===== src/rtl/rtc_bus_pkg.sv =====
package rtc_bus_pkg;
  localparam int unsigned REG_CNT = 8;
  localparam int unsigned PTR_W   = $clog2(REG_CNT);
  localparam logic [6:0]  DEV_ADDR = 7'b1101000;

  typedef enum logic [2:0] {
    ST_IDLE, ST_ADDR, ST_PTR, ST_WR, ST_RD, ST_IGN
  } bus_st_e;

  // bits that exist in each register; the rest read as zero
  function automatic logic [7:0] live_bits(input logic [PTR_W-1:0] idx);
    case (idx)
      3'd2:    return 8'h3F;
      3'd3:    return 8'h07;
      3'd4:    return 8'h3F;
      3'd5:    return 8'hDF;
      default: return 8'hFF;
    endcase
  endfunction

  function automatic logic [7:0] por_value(input logic [PTR_W-1:0] idx);
    return (idx == 3'd7) ? 8'h80 : 8'h00;
  endfunction
endpackage


===== src/rtl/line_filter.sv =====
module line_filter #(
  parameter int unsigned SYNC_STAGES = 2,
  parameter int unsigned FILT_CYCLES = 3
) (
  input  logic clk_i,
  input  logic rst_ni,
  input  logic line_i,
  output logic line_o
);
  localparam int unsigned CW = $clog2(FILT_CYCLES + 1);

  logic [SYNC_STAGES-1:0] sync_q;
  logic [CW-1:0]          cnt_q;
  logic                   out_q;
  logic                   s_w;

  assign s_w = sync_q[SYNC_STAGES-1];

  always_ff @(posedge clk_i or negedge rst_ni) begin
    if (!rst_ni) sync_q <= '1;
    else         sync_q <= {sync_q[SYNC_STAGES-2:0], line_i};
  end

  // output follows only after FILT_CYCLES consecutive differing samples
  always_ff @(posedge clk_i or negedge rst_ni) begin
    if (!rst_ni) begin
      cnt_q <= '0;
      out_q <= 1'b1;
    end else if (s_w == out_q) begin
      cnt_q <= '0;
    end else if (cnt_q == CW'(FILT_CYCLES - 1)) begin
      cnt_q <= '0;
      out_q <= s_w;
    end else begin
      cnt_q <= cnt_q + 1'b1;
    end
  end

  assign line_o = out_q;
endmodule


===== src/rtl/bus_framer.sv =====
module bus_framer (
  input  logic clk_i,
  input  logic rst_ni,
  input  logic scl_i,
  input  logic sda_i,
  output logic scl_rise_o,
  output logic scl_fall_o,
  output logic start_o,
  output logic stop_o
);
  logic scl_q, sda_q;

  always_ff @(posedge clk_i or negedge rst_ni) begin
    if (!rst_ni) begin
      scl_q <= 1'b1;
      sda_q <= 1'b1;
    end else begin
      scl_q <= scl_i;
      sda_q <= sda_i;
    end
  end

  assign scl_rise_o = !scl_q && scl_i;
  assign scl_fall_o = scl_q && !scl_i;
  assign start_o    = scl_q && scl_i && sda_q && !sda_i;
  assign stop_o     = scl_q && scl_i && !sda_q && sda_i;
endmodule


===== src/rtl/reg_bank.sv =====
module reg_bank
  import rtc_bus_pkg::*;
(
  input  logic             clk_i,
  input  logic             rst_ni,
  input  logic             we_i,
  input  logic [PTR_W-1:0] waddr_i,
  input  logic [7:0]       wdata_i,
  input  logic [PTR_W-1:0] raddr_i,
  output logic [7:0]       rdata_o
);
  logic [7:0] regs_q [REG_CNT];

  for (genvar g = 0; g < REG_CNT; g++) begin : g_reg
    always_ff @(posedge clk_i or negedge rst_ni) begin
      if (!rst_ni)
        regs_q[g] <= por_value(PTR_W'(g));
      else if (we_i && waddr_i == PTR_W'(g))
        regs_q[g] <= wdata_i & live_bits(PTR_W'(g));
    end
  end

  assign rdata_o = regs_q[raddr_i];
endmodule


===== src/rtl/rtc_bus_slave.sv =====
module rtc_bus_slave
  import rtc_bus_pkg::*;
#(
  parameter int unsigned SYNC_STAGES = 2,
  parameter int unsigned FILT_CYCLES = 3
) (
  input  logic       clk_i,
  input  logic       rst_ni,
  input  logic       scl_i,
  input  logic       sda_i,
  output logic       sda_oe_o,
  output logic       hold_o,
  output logic       wr_stb_o,
  output logic [2:0] wr_addr_o,
  output logic [7:0] wr_data_o
);
  logic scl_f, sda_f, scl_rise, scl_fall, start_w, stop_w;

  line_filter #(.SYNC_STAGES(SYNC_STAGES), .FILT_CYCLES(FILT_CYCLES)) u_scl_filt (
    .clk_i(clk_i), .rst_ni(rst_ni), .line_i(scl_i), .line_o(scl_f));
  line_filter #(.SYNC_STAGES(SYNC_STAGES), .FILT_CYCLES(FILT_CYCLES)) u_sda_filt (
    .clk_i(clk_i), .rst_ni(rst_ni), .line_i(sda_i), .line_o(sda_f));

  bus_framer u_framer (
    .clk_i(clk_i), .rst_ni(rst_ni), .scl_i(scl_f), .sda_i(sda_f),
    .scl_rise_o(scl_rise), .scl_fall_o(scl_fall), .start_o(start_w), .stop_o(stop_w));

  bus_st_e          st_q;
  logic [PTR_W-1:0] ptr_q;
  logic [7:0]       shreg_q, tx_q, rd_data;
  logic [3:0]       cnt_q;
  logic             ack_q, rnw_q, mack_q, oe_q;
  logic             wr_stb_q;
  logic [PTR_W-1:0] wr_addr_q;
  logic [7:0]       wr_data_q;

  reg_bank u_bank (
    .clk_i(clk_i), .rst_ni(rst_ni), .we_i(wr_stb_q), .waddr_i(wr_addr_q),
    .wdata_i(wr_data_q), .raddr_i(ptr_q), .rdata_o(rd_data));

  always_ff @(posedge clk_i or negedge rst_ni) begin
    if (!rst_ni) begin
      st_q      <= ST_IDLE;
      ptr_q     <= '0;
      shreg_q   <= '0;
      tx_q      <= '0;
      cnt_q     <= '0;
      ack_q     <= 1'b0;
      rnw_q     <= 1'b0;
      mack_q    <= 1'b0;
      oe_q      <= 1'b0;
      wr_stb_q  <= 1'b0;
      wr_addr_q <= '0;
      wr_data_q <= '0;
    end else begin
      wr_stb_q <= 1'b0;
      if (start_w) begin
        st_q  <= ST_ADDR;
        cnt_q <= '0;
        ack_q <= 1'b0;
        oe_q  <= 1'b0;
      end else if (stop_w) begin
        st_q  <= ST_IDLE;
        ack_q <= 1'b0;
        oe_q  <= 1'b0;
      end else if (scl_rise) begin
        if (!ack_q) begin
          if (st_q inside {ST_ADDR, ST_PTR, ST_WR}) shreg_q <= {shreg_q[6:0], sda_f};
          if (st_q inside {ST_ADDR, ST_PTR, ST_WR, ST_RD}) cnt_q <= cnt_q + 1'b1;
        end else if (st_q == ST_RD) begin
          mack_q <= !sda_f;
          if (!sda_f) ptr_q <= ptr_q + 1'b1;  // advance on host ACK only
        end
      end else if (scl_fall) begin
        if (!ack_q) begin
          if (cnt_q == 4'd8) begin
            case (st_q)
              ST_ADDR: begin
                if (shreg_q[7:1] == DEV_ADDR) begin
                  rnw_q <= shreg_q[0];
                  oe_q  <= 1'b1;
                  ack_q <= 1'b1;
                end else begin
                  st_q <= ST_IGN;
                end
              end
              ST_PTR: begin
                ptr_q <= shreg_q[PTR_W-1:0];
                oe_q  <= 1'b1;
                ack_q <= 1'b1;
              end
              ST_WR: begin
                wr_stb_q  <= 1'b1;
                wr_addr_q <= ptr_q;
                wr_data_q <= shreg_q & live_bits(ptr_q);
                oe_q      <= 1'b1;
                ack_q     <= 1'b1;
              end
              ST_RD: begin
                oe_q  <= 1'b0;
                ack_q <= 1'b1;
              end
              default: ;
            endcase
          end else if (st_q == ST_RD) begin
            oe_q <= !tx_q[6];
            tx_q <= {tx_q[6:0], 1'b0};
          end
        end else begin
          ack_q <= 1'b0;
          cnt_q <= '0;
          oe_q  <= 1'b0;
          case (st_q)
            ST_ADDR: begin
              if (rnw_q) begin
                st_q <= ST_RD;
                tx_q <= rd_data;
                oe_q <= !rd_data[7];
              end else begin
                st_q <= ST_PTR;
              end
            end
            ST_PTR: st_q <= ST_WR;
            ST_WR:  ptr_q <= ptr_q + 1'b1;
            ST_RD: begin
              if (mack_q) begin
                tx_q <= rd_data;
                oe_q <= !rd_data[7];
              end else begin
                st_q <= ST_IGN;
              end
            end
            default: ;
          endcase
        end
      end
    end
  end

  assign sda_oe_o  = oe_q;
  assign hold_o    = (st_q == ST_RD) && (ptr_q != PTR_W'(REG_CNT - 1));
  assign wr_stb_o  = wr_stb_q;
  assign wr_addr_o = wr_addr_q;
  assign wr_data_o = wr_data_q;
endmodule


===== config.mk =====
export PLATFORM = sky130hd
export DESIGN_NAME = rtc_bus_slave
export DESIGN_NICKNAME = d
export VERILOG_FILES = /design/src/rtl/rtc_bus_pkg.sv /design/src/rtl/line_filter.sv /design/src/rtl/bus_framer.sv /design/src/rtl/reg_bank.sv /design/src/rtl/rtc_bus_slave.sv
export SDC_FILE = /design/constraint.sdc
export NUM_CORES = 1
export LEC_CHECK = 0
export BUFFER_PORTS_ARGS = -buffer_cell sky130_fd_sc_hd__buf_2
export CAP_MARGIN = 10
export CORE_MARGIN = 1
export CORE_UTILIZATION = 30
export DETAILED_ROUTE_END_ITERATION = 8
export PLACE_DENSITY_LB_ADDON = 0.3
export SLEW_MARGIN = 20
export SYNTH_ARGS = -nofsm -noshare
export SYNTH_HDL_FRONTEND = slang
export SYNTH_SLANG_ARGS = --single-unit

===== constraint.sdc =====
create_clock -name clk_i -period 3.3 [get_ports clk_i]
set_input_delay 0.165 -clock clk_i [delete_from_list [all_inputs] [get_ports clk_i]]
set_output_delay 0.165 -clock clk_i [all_outputs]
set_load 0.02 [all_outputs]

; After elaboration in Yosys (flattened, before gate mapping)
; Index checks and enable logic that the tools add are counted.
[word_totals]
regBits = 107
inputBits = 4
output_inout_bits = 14
elab_cells = 205
[classes]
add_sub_neg = 4
magnitude_cmp = 1
n_eq_ne = 36
muxes = 75
n_bitwise = 8
reduce_logical = 53
[op_table]
columns = operator, n
row1 = 2-to-1 mux 8 bit, 9
row2 = 2-to-1 mux 3 bit, 19
row3 = 2-to-1 mux 7 bit, 5
row4 = 2-to-1 mux 4 bit, 7
row5 = binary-select mux 8 bit (select 3 bit), 1
row6 = 2-to-1 mux 1 bit, 24
row7 = case mux 8 bit (3 select lines), 1
row8 = "== test 3 bit, second input constant", 7
row9 = AND reduction 5 bit, 4
row10 = "== test 3 x 2 -> 1 bit, second input constant", 6
row11 = AND reduction 9 bit, 2
row12 = logical AND 1 bit, 16
row13 = case mux 7 bit (2 select lines), 1
row14 = AND reduction 7 bit, 2
row15 = "!= test 3 bit, second input constant", 4
row16 = nonzero test 3 bit, 4
row17 = nonzero test 4 bit, 3
row18 = nonzero test 2 bit, 5
row19 = nonzero test 5 bit, 2
row20 = case mux 3 bit (3 select lines), 1
row21 = bitwise AND 8 bit, 1
row22 = 2-to-1 mux 2 bit, 4
row23 = AND reduction 8 bit, 1
row24 = "== test 7 bit, second input constant", 1
row25 = 25 further kinds, 47

; Longest topological paths before layout
[logic_depth]
word_depth = 12
mapped_depth = 9

; Modules after synthesis
; A second synthesis with hierarchy kept.
[hier_totals]
cells_unflattened = 428
area_unflattened_um2 = 5311.3
[modules_own_cells]
columns = mod, instances, cells_each, area_each_um2
row1 = reg_bank, 1, 168, 2583.7
row2 = rtc_bus_slave, 1, 234, 2284.7
row3 = line_filter, 2, 10, 178.9
row4 = bus_framer, 1, 6, 85.1

; Least setup slack after synthesis
; OpenSTA, ideal clock, no wires.
[synth_path]
kind = reg-to-reg
startpoint = register u_framer.scl_q
endpoint = register tx_q[6]
arrival_time_ns = 2.262
required_time_ns = 3.205
slack_ns = 0.942
stages_incl_launch_ff = 9
synth_period_minus_slack_ns = 2.358
cell_sequence = dfstp_2 inv_1 ha_1 clkbuf_1 or3b_1 a221o_1 a311o_1 buf_2 o31ai_1
[synth_between]
elab_chain_cells = 5
word_cells_on_any_way = 12
classes_between = 3 x bitwise / 9 x reduce/logical
[synth_lines]
columns = item, line
row1 = start: declaration, bus_framer.sv:11  ; logic scl_q, sda_q;
row2 = start signal: assignment, bus_framer.sv:18  ; scl_q <= scl_i;
row3 = logical AND 1 bit, "bus_framer.sv:25, bus_framer.sv:26"
row4 = "logical AND 1 bit, on equally long branches (2 in a row)", "bus_framer.sv:26, bus_framer.sv:25"
row5 = inverter 1 bit (no source line), -
row6 = AND reduction 9 bit (no source line) *, -
row7 = end signal: assignment, rtc_bus_slave.sv:107  ; tx_q <= {tx_q[6:0], 1'b0};
row8 = end signal: assignment, rtc_bus_slave.sv:117  ; tx_q <= rd_data;
row9 = end signal: assignment, rtc_bus_slave.sv:127  ; tx_q <= rd_data;
row10 = end: declaration, rtc_bus_slave.sv:30  ; logic [7:0] shreg_q, tx_q, rd_data;
; Mark *: on every way between the ends. The rest lies on a longest branch, timed or not.
; A chain may end at the register's enable or synchronous reset.

; Worst setup path in the final report
[layout_path]
startpoint = register u_framer.scl_q
endpoint = register wr_data_q[6] (netlist: wr_data_o[6])
[layout_between]
elab_chain_cells = 5
word_cells_on_any_way = 12
classes_between = 3 x bitwise / 9 x reduce/logical
[layout_lines]
columns = item, line
row1 = logical AND 1 bit, "bus_framer.sv:25, bus_framer.sv:26"
row2 = "logical AND 1 bit, on equally long branches (2 in a row)", "bus_framer.sv:26, bus_framer.sv:25"
row3 = inverter 1 bit (no source line), -
row4 = AND reduction 7 bit (no source line) *, -
row5 = end signal: assignment, rtc_bus_slave.sv:95  ; wr_data_q <= shreg_q & live_bits(ptr_q);
row6 = end: declaration, rtc_bus_slave.sv:35  ; logic [7:0] wr_data_q;
; Marked as above.

==> metrics.txt <==
Distinct cells, synth=62; commonest non-fill, non-tap cell in the layout=dfrtp_1; Post-CTS Hold Fix Bufs=3; fmax=367 MHz; htree depth=3; # fillers=1730; Crit Path Class=flip-flop to flip-flop; fraction of layout cells with a size suffix above 1=24.8%; DRC viols=0; syn nets=458; Worst setup EP type=flip-flop; # IOs=18; worst skew pair latency=0.35 ns; crit path time final=2.72 ns; Slew @ Worst Pin=1.08 ns; Detailed Route Iter0 Violations=204; Leakage Power=2.67 nW; Chip Width=134 um; die span in y=134 um; Max transition margin=28.2%; gr ovfl total=0; Mapped Cells=443; Slew Limit Fails=0; GPL Wtd Cong=0.823; vias in the first global route=3521; Final Hold Fails=0; WL final=12000 um; Primary FF master, synth=dfrtp_1; synthesis-to-finish area growth=12.2%; Reg2Reg Setup Slack=0.58 ns; Layout Nets=474; Final HPWL DP=8230 um; cts repair resizes=0; Final period util=82.5%; Setup Buffers After CTS=0; Power Density=533 nW/um^2; TritonCTS sink count=107; Non-Filler Instances=689; # setup viols final=0; placed cell count=670; CP required=3.58 ns; largest net degree at the start of global routing=63; Die Area=18000 um^2; clock tree root buffer cell=clkbuf_16; Worst Hold Class=flip-flop to flip-flop; Initial DRT Pass Iterations=4; number of port buffers=17; core area=17200 um^2; post-synthesis sequential area ratio=51.2%; initial antenna violation count=0; synthesized flop and latch total=107; clock-pin transition on the worst setup and hold timing paths=0.07 ns; leading cell types in the layout, fill and taps excluded=dfrtp_1, mux2_2, nand2_1; CP Data Arrival Time=3.01 ns; Peak VDD IR=261 uV; outcome=complete, no violations; setup_tns=0 ns; Initial Util=30.6%; RSZ-0062 raised after global routing=no; total CTS buffers=9; Netlist Area Pre-Place=5250 um^2; via count=3490; Post-synth EDFFs=0; vias per cell=5.07; Ys Warns=0; Syn Area/Cell=11.9 um^2; gr usage total=14.3%; TritonCTS clock tree=yes; Min Hold Slack=0.360 ns; global-route wire length before repair=19600 um; antenna viol nets, final=0; Post-synth ARST share=100%; Setup crit start kind=flip-flop; diode count=0; Bufs on Longest Clock Path=2; # rows=48; DR WL/cell=17.4 um; Worst Path Max Fanout=15; Setup Skew=0.0131 ns; max cap viols=0
[critical path, cell delays in order, from the launching register on]
cell and delay [ns]:
dfstp_2 0.55, inv_1 0.05, ha_1 0.28, nand2b_1 0.29, a2111oi_0 0.55, nand2_1 0.47
inv_2 0.27, nand3_1 0.11, nand2_1 0.09
[Yosys cell counts, drive strengths merged, types with 5 or more instances]
cell type,instances,area (um^2)
nor2b,5,31.3
dfrtp,98,2450
buf,8,46.3
clkbuf,13,48.8
inv,16,60.1
nor3,10,55.1
nor3b,5,42.5
nand2b,6,37.5
mux4,8,180
o31ai,7,52.6
mux2,67,754
o21ai,19,95.1
nor2,20,75.1
ha,11,138
a21oi,12,60.1
nand3,11,55.1
dfstp,9,236
mux2i,12,120
nand2,42,158
[cell type report]
cell class              instances  area, um^2  area share [%]
clock buffers                  13         250            4.24
clock inverters                 3        48.8           0.827
inverters                      16        60.1            1.02
multi-input cells             298        2400            40.7
flip-flops and latches        107        2690            45.6
well taps                     225         282            4.77
repair buffers                 27         170            2.89
[where the power goes]
group | internal [W] | leakage (nW) | total [W] | switching [W]
Clock | 0.000616 | 0.142 | 0.00109 | 0.000475
Combinational | 0.000211 | 1.08 | 0.000484 | 0.000274
Sequential | 0.00143 | 1.45 | 0.00157 | 0.000139
[per-layer routing]
metal,wire [um],up-vias,track usage [%]
met4,186,0,6.18
met2,5670,90,22.1
li1,-,1628,-
met5,0,-,0
met3,497,12,1.85
met1,5620,1760,19.9
[path summary, 6_finish.rpt]
| path | start | to | depth (start not counted) |
|---|---|---|---|
| max in group asynchronous | rst_ni | wr_stb_o | 3 |
| worst min register to register | u_scl_filt.sync_q[0] | u_scl_filt.sync_q[1] | 0 |
| worst max-delay path | u_framer.scl_q | wr_data_o[6] | 8 |
| worst max register to register | u_framer.scl_q | wr_data_o[6] | 8 |
| min in group asynchronous | rst_ni | cnt_q[0] | 2 |
| worst min-delay path | u_scl_filt.sync_q[0] | u_scl_filt.sync_q[1] | 0 |
[cells by family (layout without fill, tap and decap cells)]
logic type               count (synthesis)  after routing  share of synthesized area [%]
AO/OA/AOI/OAI                           73             73                           10.1
flip-flops                             107            107                           51.2
adder cells (fa/ha/maj)                 11             11                           2.62
AND/OR/NAND/NOR                        122            122                           12.0
buffers and inverters                   38             59                           3.19
multiplexers                            87             87                           20.1
XOR/XNOR                                 5              5                          0.833
[metrics by stage]
step	area, um^2	power [W]	utilization [%]	setup slack (ns)
2_1_floorplan	5250	0.00192	-	0.942
3_3_place_gp	5570	0.00206	32.4	0.689
3_5_place_dp	5570	0.00208	32.4	0.578
4_1_cts	5900	0.00319	34.3	0.597
5_1_grt	5900	0.00332	34.3	0.334
6_report	5900	0.00315	34.3	0.578
[registers in the layout (all words and copies together), names as in the netlist, 3 cells and up]
signal         count
u_bank.regs_q     54
shreg_q            8
cnt_q              4
ptr_q              3
st_q               3
tx_q               7
wr_data_o          8
wr_addr_o          3
(Power assumes the default switching activity.)
